File: src/rtl/mx_pkg.sv
package mx_pkg;

  localparam int unsigned IW       = 32;
  localparam int unsigned RW       = 5;
  localparam int unsigned FW       = 6;
  localparam logic [FW-1:0] MAJOR_MEDIA = 6'b011110;

  localparam logic [FW-1:0] FN_ACC_RD   = 6'b111111;
  localparam logic [FW-1:0] FN_ACC_WR   = 6'b111110;
  localparam logic [FW-1:0] FN_ABSD     = 6'b001001;
  localparam logic [FW-1:0] FN_ABSD_ACC = 6'b110101;
  localparam logic [FW-1:0] FN_AVG      = 6'b001000;

  localparam logic [1:0] SL_LOW  = 2'b00;
  localparam logic [1:0] SL_MID  = 2'b01;
  localparam logic [1:0] SL_HIGH = 2'b10;
  localparam logic [1:0] SL_ALL  = 2'b11;

  typedef enum logic [2:0] {
    OPC_NONE     = 3'd0,
    OPC_ACC_RD   = 3'd1,
    OPC_ACC_WR   = 3'd2,
    OPC_ABSD     = 3'd3,
    OPC_ABSD_ACC = 3'd4,
    OPC_AVG      = 3'd5
  } op_class_e;

  typedef enum logic [1:0] {
    EXC_NONE  = 2'd0,
    EXC_CPU   = 2'd1,
    EXC_MEDIA = 2'd2,
    EXC_RSVD  = 2'd3
  } exc_e;

  typedef struct packed {
    logic [1:0]    slice;
    logic [RW-1:0] vd;
    logic [RW-1:0] vs;
    logic [RW-1:0] vt;
    logic [RW-1:0] fmt;
  } mx_fields_t;

  function automatic logic [FW-1:0] f_major(input logic [IW-1:0] w);
    return w[31:26];
  endfunction

  function automatic logic [FW-1:0] f_func(input logic [IW-1:0] w);
    return w[5:0];
  endfunction

  function automatic logic [1:0] f_slice(input logic [IW-1:0] w);
    return w[25:24];
  endfunction

  function automatic logic [1:0] f_sub(input logic [IW-1:0] w);
    return w[23:22];
  endfunction

  // Packed-byte accepted when the low format bit is clear (00 or 10).
  function automatic logic f_vendor_fmt_ok(input logic [IW-1:0] w);
    return (w[22:21] == 2'b00) || (w[22:21] == 2'b10);
  endfunction

  function automatic logic f_acc_fmt_ok(input logic [IW-1:0] w);
    return !w[21];
  endfunction

  function automatic logic f_is_vendor(input op_class_e c);
    return (c == OPC_ABSD) || (c == OPC_ABSD_ACC) || (c == OPC_AVG);
  endfunction

  function automatic logic f_is_acc(input op_class_e c);
    return (c == OPC_ACC_RD) || (c == OPC_ACC_WR);
  endfunction

endpackage

File: src/rtl/mx_op_decode.sv
module mx_op_decode
  import mx_pkg::*;
(
  input  logic [IW-1:0] instr,
  output op_class_e     cls,
  output logic          fmt_ok
);

  logic major_hit;
  logic rd_shape, wr_shape, absd_acc_shape;
  logic rd_sub_ok, wr_sub_ok;
  logic [1:0] sl;

  assign major_hit = (f_major(instr) == MAJOR_MEDIA);
  assign sl        = f_slice(instr);

  // Single-slice forms need a nonzero sub field; the combined forms do not.
  always_comb begin
    rd_sub_ok = (sl == SL_ALL) || (f_sub(instr) != 2'b00);
    unique case (sl)
      SL_LOW, SL_HIGH: wr_sub_ok = (f_sub(instr) != 2'b00);
      default:         wr_sub_ok = 1'b1;
    endcase
  end

  assign rd_shape = (instr[20:16] == '0) && (instr[15:11] == '0) && rd_sub_ok;
  assign wr_shape = (instr[10:6] == '0) && wr_sub_ok &&
                    ((sl != SL_HIGH) || (instr[20:16] == '0));
  assign absd_acc_shape = (instr[10:6] == '0);

  always_comb begin
    cls = OPC_NONE;
    if (major_hit) begin
      unique case (f_func(instr))
        FN_ACC_RD:   cls = rd_shape       ? OPC_ACC_RD   : OPC_NONE;
        FN_ACC_WR:   cls = wr_shape       ? OPC_ACC_WR   : OPC_NONE;
        FN_ABSD:     cls = OPC_ABSD;
        FN_ABSD_ACC: cls = absd_acc_shape ? OPC_ABSD_ACC : OPC_NONE;
        FN_AVG:      cls = OPC_AVG;
        default:     cls = OPC_NONE;
      endcase
    end
  end

  always_comb begin
    if (f_is_vendor(cls))   fmt_ok = f_vendor_fmt_ok(instr);
    else if (f_is_acc(cls)) fmt_ok = f_acc_fmt_ok(instr);
    else                    fmt_ok = 1'b1;
  end

endmodule

File: src/rtl/mx_exc_prio.sv
module mx_exc_prio
  import mx_pkg::*;
(
  input  op_class_e cls,
  input  logic      fmt_ok,
  input  logic      cop1_usable,
  input  logic      media_en,
  input  logic      wide_en,
  input  logic      vext_en,
  output exc_e      exc
);

  logic vendor_gate;
  assign vendor_gate = f_is_vendor(cls) && !vext_en;

  always_comb begin
    if (cls == OPC_NONE)  exc = EXC_NONE;
    else if (!cop1_usable) exc = EXC_CPU;
    else if (!media_en)    exc = EXC_MEDIA;
    else if (!wide_en)     exc = EXC_RSVD;
    else if (vendor_gate)  exc = EXC_RSVD;   // format left unexamined
    else if (!fmt_ok)      exc = EXC_RSVD;
    else                   exc = EXC_NONE;
  end

endmodule

File: src/rtl/mx_field_extract.sv
module mx_field_extract
  import mx_pkg::*;
(
  input  logic [IW-1:0] instr,
  output mx_fields_t    flds
);

  always_comb begin
    flds.slice = f_slice(instr);
    flds.vd    = instr[10:6];
    flds.vs    = instr[15:11];
    flds.vt    = instr[20:16];
    flds.fmt   = instr[25:21];
  end

endmodule

File: src/rtl/mx_legal_check.sv
module mx_legal_check
  import mx_pkg::*;
(
  input  logic          clk,
  input  logic          rst,
  input  logic          valid_i,
  input  logic [31:0]   instr_i,
  input  logic          cop1_usable_i,
  input  logic          media_en_i,
  input  logic          wide_en_i,
  input  logic          vext_en_i,
  output logic          done_o,
  output logic          issue_o,
  output logic          nop_o,
  output logic [1:0]    exc_o,
  output logic [2:0]    class_o,
  output logic [1:0]    slice_o,
  output logic [4:0]    vd_o,
  output logic [4:0]    vs_o,
  output logic [4:0]    vt_o,
  output logic [4:0]    fmt_o
);

  op_class_e  cls_d;
  logic       fmt_ok_d;
  exc_e       exc_d;
  mx_fields_t flds_d;
  logic       issue_d;
  logic       nop_d;

  mx_op_decode u_dec (
    .instr  (instr_i),
    .cls    (cls_d),
    .fmt_ok (fmt_ok_d)
  );

  mx_exc_prio u_prio (
    .cls         (cls_d),
    .fmt_ok      (fmt_ok_d),
    .cop1_usable (cop1_usable_i),
    .media_en    (media_en_i),
    .wide_en     (wide_en_i),
    .vext_en     (vext_en_i),
    .exc         (exc_d)
  );

  mx_field_extract u_fld (
    .instr (instr_i),
    .flds  (flds_d)
  );

  assign issue_d = (cls_d != OPC_NONE) && (exc_d == EXC_NONE);
  assign nop_d   = issue_d && f_is_acc(cls_d);

  op_class_e  cls_q;
  exc_e       exc_q;
  mx_fields_t flds_q;
  logic       done_q, issue_q, nop_q;

  always_ff @(posedge clk) begin
    if (rst) begin
      done_q  <= 1'b0;
      issue_q <= 1'b0;
      nop_q   <= 1'b0;
      exc_q   <= EXC_NONE;
      cls_q   <= OPC_NONE;
      flds_q  <= '0;
    end else if (valid_i) begin
      done_q  <= 1'b1;
      issue_q <= issue_d;
      nop_q   <= nop_d;
      exc_q   <= exc_d;
      cls_q   <= cls_d;
      flds_q  <= flds_d;
    end else begin
      done_q  <= 1'b0;
      issue_q <= 1'b0;
      nop_q   <= 1'b0;
      exc_q   <= EXC_NONE;
      cls_q   <= OPC_NONE;
    end
  end

  assign done_o  = done_q;
  assign issue_o = issue_q;
  assign nop_o   = nop_q;
  assign exc_o   = exc_q;
  assign class_o = cls_q;
  assign slice_o = flds_q.slice;
  assign vd_o    = flds_q.vd;
  assign vs_o    = flds_q.vs;
  assign vt_o    = flds_q.vt;
  assign fmt_o   = flds_q.fmt;

endmodule

File: config.mk
export PLATFORM = sky130hd
export DESIGN_NAME = mx_legal_check
export DESIGN_NICKNAME = d
export VERILOG_FILES = /design/src/rtl/mx_pkg.sv /design/src/rtl/mx_op_decode.sv /design/src/rtl/mx_exc_prio.sv /design/src/rtl/mx_field_extract.sv /design/src/rtl/mx_legal_check.sv
export SDC_FILE = /design/constraint.sdc
export NUM_CORES = 1
export LEC_CHECK = 0
export BUFFER_PORTS_ARGS = -buffer_cell sky130_fd_sc_hd__buf_2
export CAP_MARGIN = 20
export CORE_UTILIZATION = 46
export DETAILED_ROUTE_END_ITERATION = 10
export PLACE_DENSITY = 0.79
export SKIP_CTS_REPAIR_TIMING = 1
export SLEW_MARGIN = 20
export SYNTH_ARGS = -nofsm -noshare
export SYNTH_HDL_FRONTEND = slang
export SYNTH_SLANG_ARGS = --single-unit
export TNS_END_PERCENT = 5
File: constraint.sdc
create_clock -name clk -period 2.8 [get_ports clk]
set_clock_uncertainty 0.15 [all_clocks]
set_input_delay 0 -clock clk [delete_from_list [all_inputs] [get_ports clk]]
set_output_delay 0 -clock clk [all_outputs]
set_load 0.02 [all_outputs]
==> metrics.md, run 1 <==
| Metric | Value |
|---|---|
| Hold Path Depth | `5` |
| Number of synthesized flops with an enable pin | `0` |
| Power Dens Cells | `377 nW/um2` |
| Port bufs | `68` |
| Top routing layer used | `met4` |
| Die Ht | `53.7 um` |
| Hold path start | `wide_en_i` |
| Die W | `roughly 54 um` |
| Most frequent cells in the layout | `buf_2 (68), dlygate4sd3_1 (47), dfxtp_1 (28), nor2_1 (25), mux2i_1 (20)` |
| Final-report hold violation count | `2` |
| Worst vdd ir | `~390 uV` |
| Net Count, Synth | `165` |
| Synthesis-to-finish area growth | `68.4%` |
| DRC | `0` |
| Max Buffers Root-to-Sink | `2` |
| Post-place setup slack | `987 ps` |
| Total core area | `2500 um2` |
| NetSw | `around 0.21 mW` |
| Slowest stage delay, CP | `550 ps` |
| Syn Std Cell Area | `roughly 1200 um2` |
| Hold Path Class | `input pin to register` |
| Placed Instances | `218` |
| DR vias/cell | `5.12` |
| Arr. time, crit path | `2560 ps` |
| Commonest non-fill, non-tap cell in the layout | `buf_2` |
| Sequential area share after synthesis | `between 40% and 50%` |
| Max_cap viols | `0` |
| Die area | `2880 um2` |
| Metal2 WL | `1940 um` |
| Worst r2r dst | `vd_o[3]$_SDFFE_PP0P_` |
| Final WL | `between 3000 and 4000 um` |
| Minimum clock period after layout | `2440 ps` |
| CP required | `2920 ps` |
| Cell count after synthesis | `between 100 and 150` |
| Crit path launch type | `input pin` |
| Yosys synthesis warning count | `0` |
| Status | `finished, violations left` |
| Slew HR | `60.0%` |
| Crit Path Category | `input pin to register` |
| Worst-Margin Slew | `600 ps` |
| Total grt overflow | `0` |
| Comb power frac | `24.5%` |
| Post-route worst setup slack | `360 ps` |
| Cell mode on critical path | `dlygate4sd3_1` |
| Largest net degree at the start of global routing | `22` |
| Routed len/inst | `around 14 um` |
| Flop-to-flop setup slack | `1380 ps` |
| FMAX | `0.410 GHz` |
| Tot GR Track Use | `20.4%` |
| R2R depth | `3` |
| CTS clk-pin slew, worst paths | `140 ps` |
| Failing checks | `negative hold slack` |
| CP max-delay cell | `or4_4` |
| First-pass GRT wire length | `4210 um` |
| Routed met1 length | `roughly 1500 um` |
| Non-Filler Instances | `268` |
| GP Congestion | `0.823` |
| Worst skew pair latency | `320 ps` |
| Fin crit share | `87.1%` |
| Post-synthesis average cell area | `9.76 um2` |
| Core Util, Final | `82.8%` |
| Async SR Flop Fraction | `0%` |
| Io pins | `69` |
| Max FO, Critical Path | `4` |
| # diodes | `0` |
| Starting density of the core | `about half` |
| Sink Count | `28` |
| Seq cells post-synth | `28` |
| Main synth FF type | `dfxtp_1` |
| H-Tree Level Count | `1` |
| Vias in the first global route | `roughly 1k` |
| Net count, final | `279` |
| Fin Setup TNS | `0 ps` |
| RSZ-0062 raised after global routing | `no` |
| Routed wl met3 | `roughly 180 um` |
| Min-Delay Endpoint | `nop_o$_SDFF_PP0_` |
| DP HPWL | `2110 um` |
| Slew Viols, Final | `0` |
| Starting DRT DRC Count | `30` |
| CTS tree | `done` |
| Root buffer cell | `clkbuf_4` |
| Flop pwr share | `between 50 and 60%` |
| P_leak | `just over 1 nW` |
| Cell-internal power | `0.566 mW` |
| Initial antenna violation count | `0` |
| Site Rows | `18` |
| Final setup fails | `0` |
| Fin Hold WS | `-4.47 ps` |
| Clk network pwr share | `between 20% and 30%` |
| Post-route ant nets | `0` |
| Net Sw Frac | `27.5%` |
| Unique masters post-synth | `36` |
| Share of layout cells above drive strength 1 | `33.2%` |
| RR Startpoint | `vd_o[3]$_SDFFE_PP0P_` |
| CP endpoint kind | `register` |
| Total CTS buffers | `3` |
| First-pass DRT Iterations | `4` |
| Via count | `1372` |
| Crit-path cells | `dlygate4sd3_1 > buf_2 > or4_4 > nor4_4 > o31ai_1 > a21boi_0 > o21a_1 > dlygate4sd3_1` |
state kept, by name (all words and copies together) (netlist names):
| name | cells |
|---|---|
| vd_o | 5 |
| vs_o | 5 |
| vt_o | 5 |
| class_o | 3 |
| fmt_o | 3 |
| exc_o | 2 |
| slice_o | 2 |
| done_o | 1 |
| issue_o | 1 |
| nop_o | 1 |
metal layers:
metal | vias up | global-route usage, %
met4 | 0 | 7.89
met2 | 62 | 36.8
met1 | 635 | 22.9
met3 | 6 | 4.24
li1 | 669 | -
met5 | - | 0
power by group through the flow:
stage | logic, mW | clock network, mW | registers [mW]
detailed placement | 0.136 | 0 | 0.433
CTS | 0.136 | 0.165 | 0.425
finish | 0.191 | 0.163 | 0.426
global route | 0.205 | 0.182 | 0.428
floorplan | 0.0554 | 0 | 0.455
global placement | 0.133 | 0 | 0.433
cells in the mapped netlist (2+ instances only):
cell type	instances	area [um2]
nand2_1	3	11.3
a21oi_1	2	10.0
dfxtp_1	28	561
inv_1	3	11.3
nor3_1	3	15.0
nand2b_1	4	25.0
o211ai_1	3	22.5
clkbuf_1	4	15.0
or4_4	2	22.5
nor2b_1	3	18.8
nand3_1	2	10.0
buf_4	2	15.0
nor2_1	25	93.8
mux2i_1	20	200
worst max-delay path by stage:
stage,from,endpoint,cells past startpoint
3_5_place_dp,instr_i[6],nop_o$_SDFF_PP0_,6
5_1_grt,instr_i[6],exc_o[0]$_SDFF_PP0_,8
3_3_place_gp,instr_i[6],nop_o$_SDFF_PP0_,6
2_1_floorplan,instr_i[6],nop_o$_SDFF_PP0_,5
6_report,instr_i[6],exc_o[0]$_SDFF_PP0_,8
4_1_cts,instr_i[2],nop_o$_SDFF_PP0_,6
cells by family after synthesis:
group                  after synthesis  synth area share (%)
buffers and inverters                9                  3.36
AND/OR/NAND/NOR                     53                  23.7
AO/OA/AOI/OAI                       16                  11.1
flip-flops                          28                  45.6
multiplexers                        20                  16.3
critical path, delay by kind of cell:
family                 cells  cell delay (ps)
AOI/OAI and AO/OA          3              450
buffers and inverters      3             1200
and+or+nand+nor            2              910
stage by stage:
step | area, um2 | power, mW
final | 2070 | 0.780
after global routing | 2070 | 0.814
after CTS | 1600 | 0.726
after detailed placement | 1580 | 0.569
after global placement | 1580 | 0.565
after floorplan | 1230 | 0.511
layout make-up:
cell class	count	area, um2
inverters	3	11.3
multi-input cells	89	628
flip-flops and latches	28	561
repair buffers	115	811
well taps	30	37.5
clock buffers	3	22.5
fillers	158	429
(Power assumes the default switching activity.)
==> inputs of run 2 (changes only) <==
- CTS_BUF_LIST: unset -> sky130_fd_sc_hd__clkbuf_8 sky130_fd_sc_hd__clkbuf_16
==> metrics.md, run 2 (same netlist as run 1, synthesis figures left out) <==
| Metric | Value |
|---|---|
| Max_cap viols | `0 (unchanged)` |
| GP Congestion | `0.823 (unchanged)` |
| Levels on crit path | `7 (-1)` |
| Sink Count | `28 (unchanged)` |
| Status | `finished, violations left` |
| Synthesis-to-finish area growth | `67.4%` |
| Die Ht | `53.7 um (unchanged)` |
| Slew HR | `59.7% (-0.32 points)` |
| Crit path max-delay family | `simple AND/OR/NAND/NOR gates` |
| Starting density of the core | `49.2% (unchanged)` |
| DRC | `0 (unchanged)` |
| P_leak | `1.02 nW (-0.65%)` |
| Power Dens Cells | `407 nW/um2 (+8.1%)` |
| H-Tree Level Count | `1 (unchanged)` |
| Max FO, Critical Path | `4 (unchanged)` |
| Root buffer cell | `clkbuf_8` |
| Initial antenna violation count | `0 (unchanged)` |
| Layout fillers | `149 (-5.7%)` |
| Placed Instances | `218 (unchanged)` |
| Flop pwr share | `50.7% (-3.9 points)` |
| Vias in the first global route | `1017 (+1.6%)` |
| Arr. time, crit path | `2200 ps (-360 ps)` |
| Net count, final | `276 (-1.1%)` |
| Post-route ant nets | `0 (unchanged)` |
| Flop-to-flop setup slack | `1420 ps (+40 ps)` |
| Site Rows | `18 (unchanged)` |
| First-pass DRT Iterations | `4 (unchanged)` |
| CP endpoint kind | `register` |
| Fin Hold WS | `-21.3 ps (-16.8 ps)` |
| Non-Filler Instances | `265 (-1.1%)` |
| Total grt overflow | `0 (unchanged)` |
| Crit Path Category | `input pin to register` |
| Overall Power | `0.839 mW (+7.5%)` |
| Worst skew pair latency | `280 ps (-40 ps)` |
| NetSw | `0.228 mW (+6.4%)` |
| Total CTS buffers | `3 (unchanged)` |
| Failing checks | `negative hold slack` |
| Cell-internal power | `0.611 mW (+7.9%)` |
| Net Sw Frac | `27.2% (-0.28 points)` |
| # diodes | `0 (unchanged)` |
| Starting DRT DRC Count | `17 (-43%)` |
| Io pins | `69 (unchanged)` |
| Crit path launch type | `input pin` |
| Fin crit share | `76.2% (-11 points)` |
| CTS tree | `done` |
| Slowest stage delay, CP | `570 ps (+20 ps)` |
| Max Buffers Root-to-Sink | `2 (unchanged)` |
| Via count | `1361 (-0.80%)` |
| Worst r2r dst | `vt_o[3]$_SDFFE_PP0P_` |
| Die area | `2880 um2 (unchanged)` |
| Hold path start | `rst` |
| RR Startpoint | `vt_o[3]$_SDFFE_PP0P_` |
| DP HPWL | `2110 um (unchanged)` |
| Worst vdd ir | `404 uV (+2.9%)` |
| Min-Delay Endpoint | `slice_o[1]$_SDFFE_PP0P_` |
| Largest net degree at the start of global routing | `22 (unchanged)` |
| Routed len/inst | `14.3 um (+3.7%)` |
| Die W | `53.7 um (unchanged)` |
| Hold Path Class | `input pin to register` |
| R2R depth | `3 (unchanged)` |
| Final setup fails | `0 (unchanged)` |
| Final-report hold violation count | `1 (-1)` |
| First-pass GRT wire length | `4310 um (+2.3%)` |
| Total core area | `2500 um2 (unchanged)` |
| Share of layout cells above drive strength 1 | `33.6% (+0.42 points)` |
| Tot GR Track Use | `20.8% (+0.41 points)` |
| Comb power frac | `22.8% (-1.7 points)` |
| Port bufs | `68 (unchanged)` |
| Critical path buffer and inverter count | `2 (-1)` |
| DR vias/cell | `5.14 (+0.32%)` |
| Fin Setup TNS | `0 ps (unchanged)` |
| RSZ-0062 raised after global routing | `no` |
| Commonest non-fill, non-tap cell in the layout | `buf_2` |
| Clk network pwr share | `26.6% (+5.7 points)` |
| Minimum clock period after layout | `2130 ps (-305 ps)` |
| Final WL | `3790 um (+2.6%)` |
| Worst-Margin Slew | `605 ps (+4.82 ps)` |
| Crit-path cells | `dlygate4sd3_1 > buf_2 > or4_4 > nor4_4 > nor2_2 > a311o_1 > nor3_2` |
| Hold Path Depth | `2 (-3)` |
| CP max-delay cell | `or4_4` |
| Most frequent cells in the layout | `buf_2 (68), dlygate4sd3_1 (44), dfxtp_1 (28), nor2_1 (25), mux2i_1 (20)` |
| CTS clk-pin slew, worst paths | `90 ps (-50 ps)` |
| Slew Viols, Final | `0 (unchanged)` |
| CP required | `2860 ps (-60 ps)` |
| FMAX | `0.469 GHz (+14%)` |
==> run 2: cell count changes in the layout (fill, tap and decap cells not counted) <==
cell           change
dlygate4sd3_1      -3
clkbuf_8           +3
clkbuf_4           -3
==> run 2: how the worst max path moves through the flow <==
stage                          start          endpoint  slack [ps]
after detailed placement  instr_i[6]  nop_o$_SDFF_PP0_         990
after floorplan           instr_i[6]  nop_o$_SDFF_PP0_        1200
after global routing      instr_i[4]  nop_o$_SDFF_PP0_         500
after global placement    instr_i[6]  nop_o$_SDFF_PP0_        1040
final                     instr_i[6]  nop_o$_SDFF_PP0_         670
after CTS                 instr_i[2]  nop_o$_SDFF_PP0_        1270
==> run 2: area by class of cell <==
type | instances | area [um2] | share of cell area [%]
repair buffers | 112 | 781 | 37.9
multi-input cells | 89 | 628 | 30.5
flip-flops and latches | 28 | 561 | 27.2
clock buffers | 3 | 41.3 | 2.00
well taps | 30 | 37.5 | 1.82
inverters | 3 | 11.3 | 0.547
==> run 2: per-stage QoR <==
stage          utilization (%)  area [um2]  worst slack [ps]  hold slack, ps
6_report                  82.4        2060               666           -21.3
4_1_cts                   64.8        1620              1270            -179
5_1_grt                   82.4        2060               500            5.53
2_1_floorplan                -        1230              1200           -66.7
3_5_place_dp              63.1        1580               987             108
3_3_place_gp              63.1        1580              1040            97.9
==> run 2: power groups by stage <==
stage	sequential (mW)	combinational (mW)	clock, mW
6_report	0.425	0.191	0.223
5_1_grt	0.427	0.204	0.236
4_1_cts	0.424	0.136	0.219
3_5_place_dp	0.433	0.136	0
3_3_place_gp	0.433	0.133	0
2_1_floorplan	0.455	0.0554	0
==> run 2: worst register-to-register path, delay by kind of cell (launching register included) <==
family        cells  cell delay [ps]
buf+inv           1              560
flops             1              330
mux               1              170
simple gates      1               60
==> run 2: layer usage <==
layer  wire (um)  part of all wire [%]  global-route usage (%)
met5           0                     0                       0
met4          42                   1.1                    7.89
met3         152                   4.0                    4.24
met2        1980                    52                    37.7
met1        1620                    43                    23.5
==> inputs of run 3 (changes only) <==
- CORE_UTILIZATION: 46 -> 43
- PLACE_DENSITY: 0.79 -> 0.74
- clock period: 2.8 -> 2.21 ns (I/O delays scaled with it)
==> metrics.md, run 3 (same netlist as run 1, synthesis figures left out) <==
| Metric | Value |
|---|---|
| Status | `finished, violations left` |
| Failing checks | `negative hold slack` |
| CP max-delay cell | `or4_4` |
| Largest net degree at the start of global routing | `22 (unchanged)` |
| Initial antenna violation count | `0 (unchanged)` |
| Fin crit share | `94.3%` |
| Fin Setup TNS | `0 ps (unchanged)` |
| CP required | `2260 ps (-600 ps)` |
| Tot GR Track Use | `18.7% (-2.1 points)` |
| R2R depth | `3 (unchanged)` |
| Slowest stage delay, CP | `550 ps (-20 ps)` |
| Most frequent cells in the layout | `buf_2 (68), dlygate4sd3_1 (32), dfxtp_1 (28), nor2_1 (25), mux2i_1 (20)` |
| Grt met3 use | `3.51% (-0.72 points)` |
| DP HPWL | `2220 um (+5.4%)` |
| Crit-path cells | `dlygate4sd3_1 > buf_2 > or4_4 > nor4_4 > nor2_2 > a311o_1 > nor3_2` |
| Io pins | `69 (unchanged)` |
| Slew HR | `74.9% (+15 points)` |
| Final setup fails | `0 (unchanged)` |
| CTS clk-pin slew, worst paths | `90 ps (about the same)` |
| Sink Count | `28 (unchanged)` |
| GR Util met2 | `32.7% (-5.0 points)` |
| DRC | `0 (unchanged)` |
| Starting DRT DRC Count | `20 (+3)` |
| Via count | `1306 (-4.0%)` |
| Crit Path Category | `input pin to register` |
| First-pass GRT wire length | `4570 um (+6.2%)` |
| P_leak | `0.962 nW (-5.9%)` |
| Starting density of the core | `45.0% (-4.2 points)` |
| Share of layout cells above drive strength 1 | `36.0% (+2.4 points)` |
| Crit path launch type | `input pin` |
| # diodes | `0 (unchanged)` |
| Worst skew pair latency | `270 ps (about the same)` |
| Site Rows | `19 (+1)` |
| GRT busiest layer | `met2` |
| Slew Viols, Final | `0 (unchanged)` |
| CTS tree | `done` |
| Total grt overflow | `0 (unchanged)` |
| Power Dens Cells | `547 nW/um2 (+34%)` |
| Port bufs | `68 (unchanged)` |
| Minimum clock period after layout | `2080 ps` |
| First-pass DRT Iterations | `4 (unchanged)` |
| Final WL | `3390 um (-11%)` |
| Synthesis-to-finish area growth | `59.5%` |
| RSZ-0062 raised after global routing | `no` |
| Total core area | `2730 um2 (+9.4%)` |
| Worst-Margin Slew | `376 ps (-229 ps)` |
| CP endpoint kind | `register` |
| Post-route ant nets | `0 (unchanged)` |
| Max FO, Critical Path | `4 (unchanged)` |
| Final-report hold violation count | `12 (+11)` |
| Hold Path Depth | `2 (unchanged)` |
| Met1 usage | `23.3% (-0.18 points)` |
| Worst vdd ir | `508 uV (+26%)` |
| Max Buffers Root-to-Sink | `2 (unchanged)` |
| FMAX | `0.480 GHz` |
| Max_cap viols | `0 (unchanged)` |
| Root buffer cell | `clkbuf_8` |
| Die W | `55.5 um (+3.3%)` |
| Commonest non-fill, non-tap cell in the layout | `buf_2` |
| Hold Path Class | `input pin to register` |
| Core Util, Final | `71.8% (-11 points)` |
| Net count, final | `265 (-4.0%)` |
| Fin Hold WS | `-29.6 ps (-8.28 ps)` |
| GP Congestion | `0.894 (+8.6%)` |
| H-Tree Level Count | `1 (unchanged)` |
| Total CTS buffers | `3 (unchanged)` |
| Vias in the first global route | `1067 (+4.9%)` |
| Arr. time, crit path | `2140 ps (-60 ps)` |
| DR vias/cell | `5.10 (-0.67%)` |
| Die area | `3080 um2 (+6.7%)` |
| Routed len/inst | `13.2 um (-7.4%)` |
| Die Ht | `55.5 um (+3.3%)` |
run 3: final timing paths:
path                    startpoint                     to  slack (ps)
min reg2reg   vd_o[4]$_SDFFE_PP0P_   vd_o[4]$_SDFFE_PP0P_         340
max reg2reg  fmt_o[1]$_SDFFE_PP0P_  fmt_o[1]$_SDFFE_PP0P_         860
min                            rst   vd_o[4]$_SDFFE_PP0P_         -30
max                     instr_i[6]       nop_o$_SDFF_PP0_         130
run 3: cell type report:
type	count	area, um2
fill	195	772
timing repair buffer	101	668
multi-input combinational	89	628
sequential	28	561
clock buffer	4	55.1
tap	31	38.8
inverter	3	11.3
run 3: stage by stage:
| stage | total power [mW] | area [um2] | hold WS [ps] | setup WS, ps | instances |
|---|---|---|---|---|---|
| floorplan | 0.647 | 1230 | -66.7 | 607 | 126 |
| global placement | 0.717 | 1590 | 97.6 | 450 | 220 |
| detailed placement | 0.724 | 1590 | 112 | 403 | 220 |
| CTS | 1.03 | 1640 | -173 | 664 | 224 |
| global route | 1.12 | 1960 | -9.76 | 50.0 | 256 |
| finish | 1.07 | 1960 | -29.6 | 125 | 256 |
run 3: worst max-delay path: cells and delay by family:
family | cells | cell delay [ps]
buffers and inverters | 2 | 670
AO/OA/AOI/OAI | 1 | 320
AND/OR/NAND/NOR | 4 | 1150
run 3: metal layers:
layer  share of wire (%)  wire length [um]  vias up
li1                    -                 -      644
met1                  41              1380      603
met2                  53              1780       53
met3                 4.6               156        6
met4                 1.9                63        0
met5                   0                 0        -
run 3: report_power, final:
group          switching (mW)  total, mW  internal (mW)
sequential             0.0121      0.539          0.527
clock                   0.152      0.312          0.159
combinational           0.112      0.222          0.110
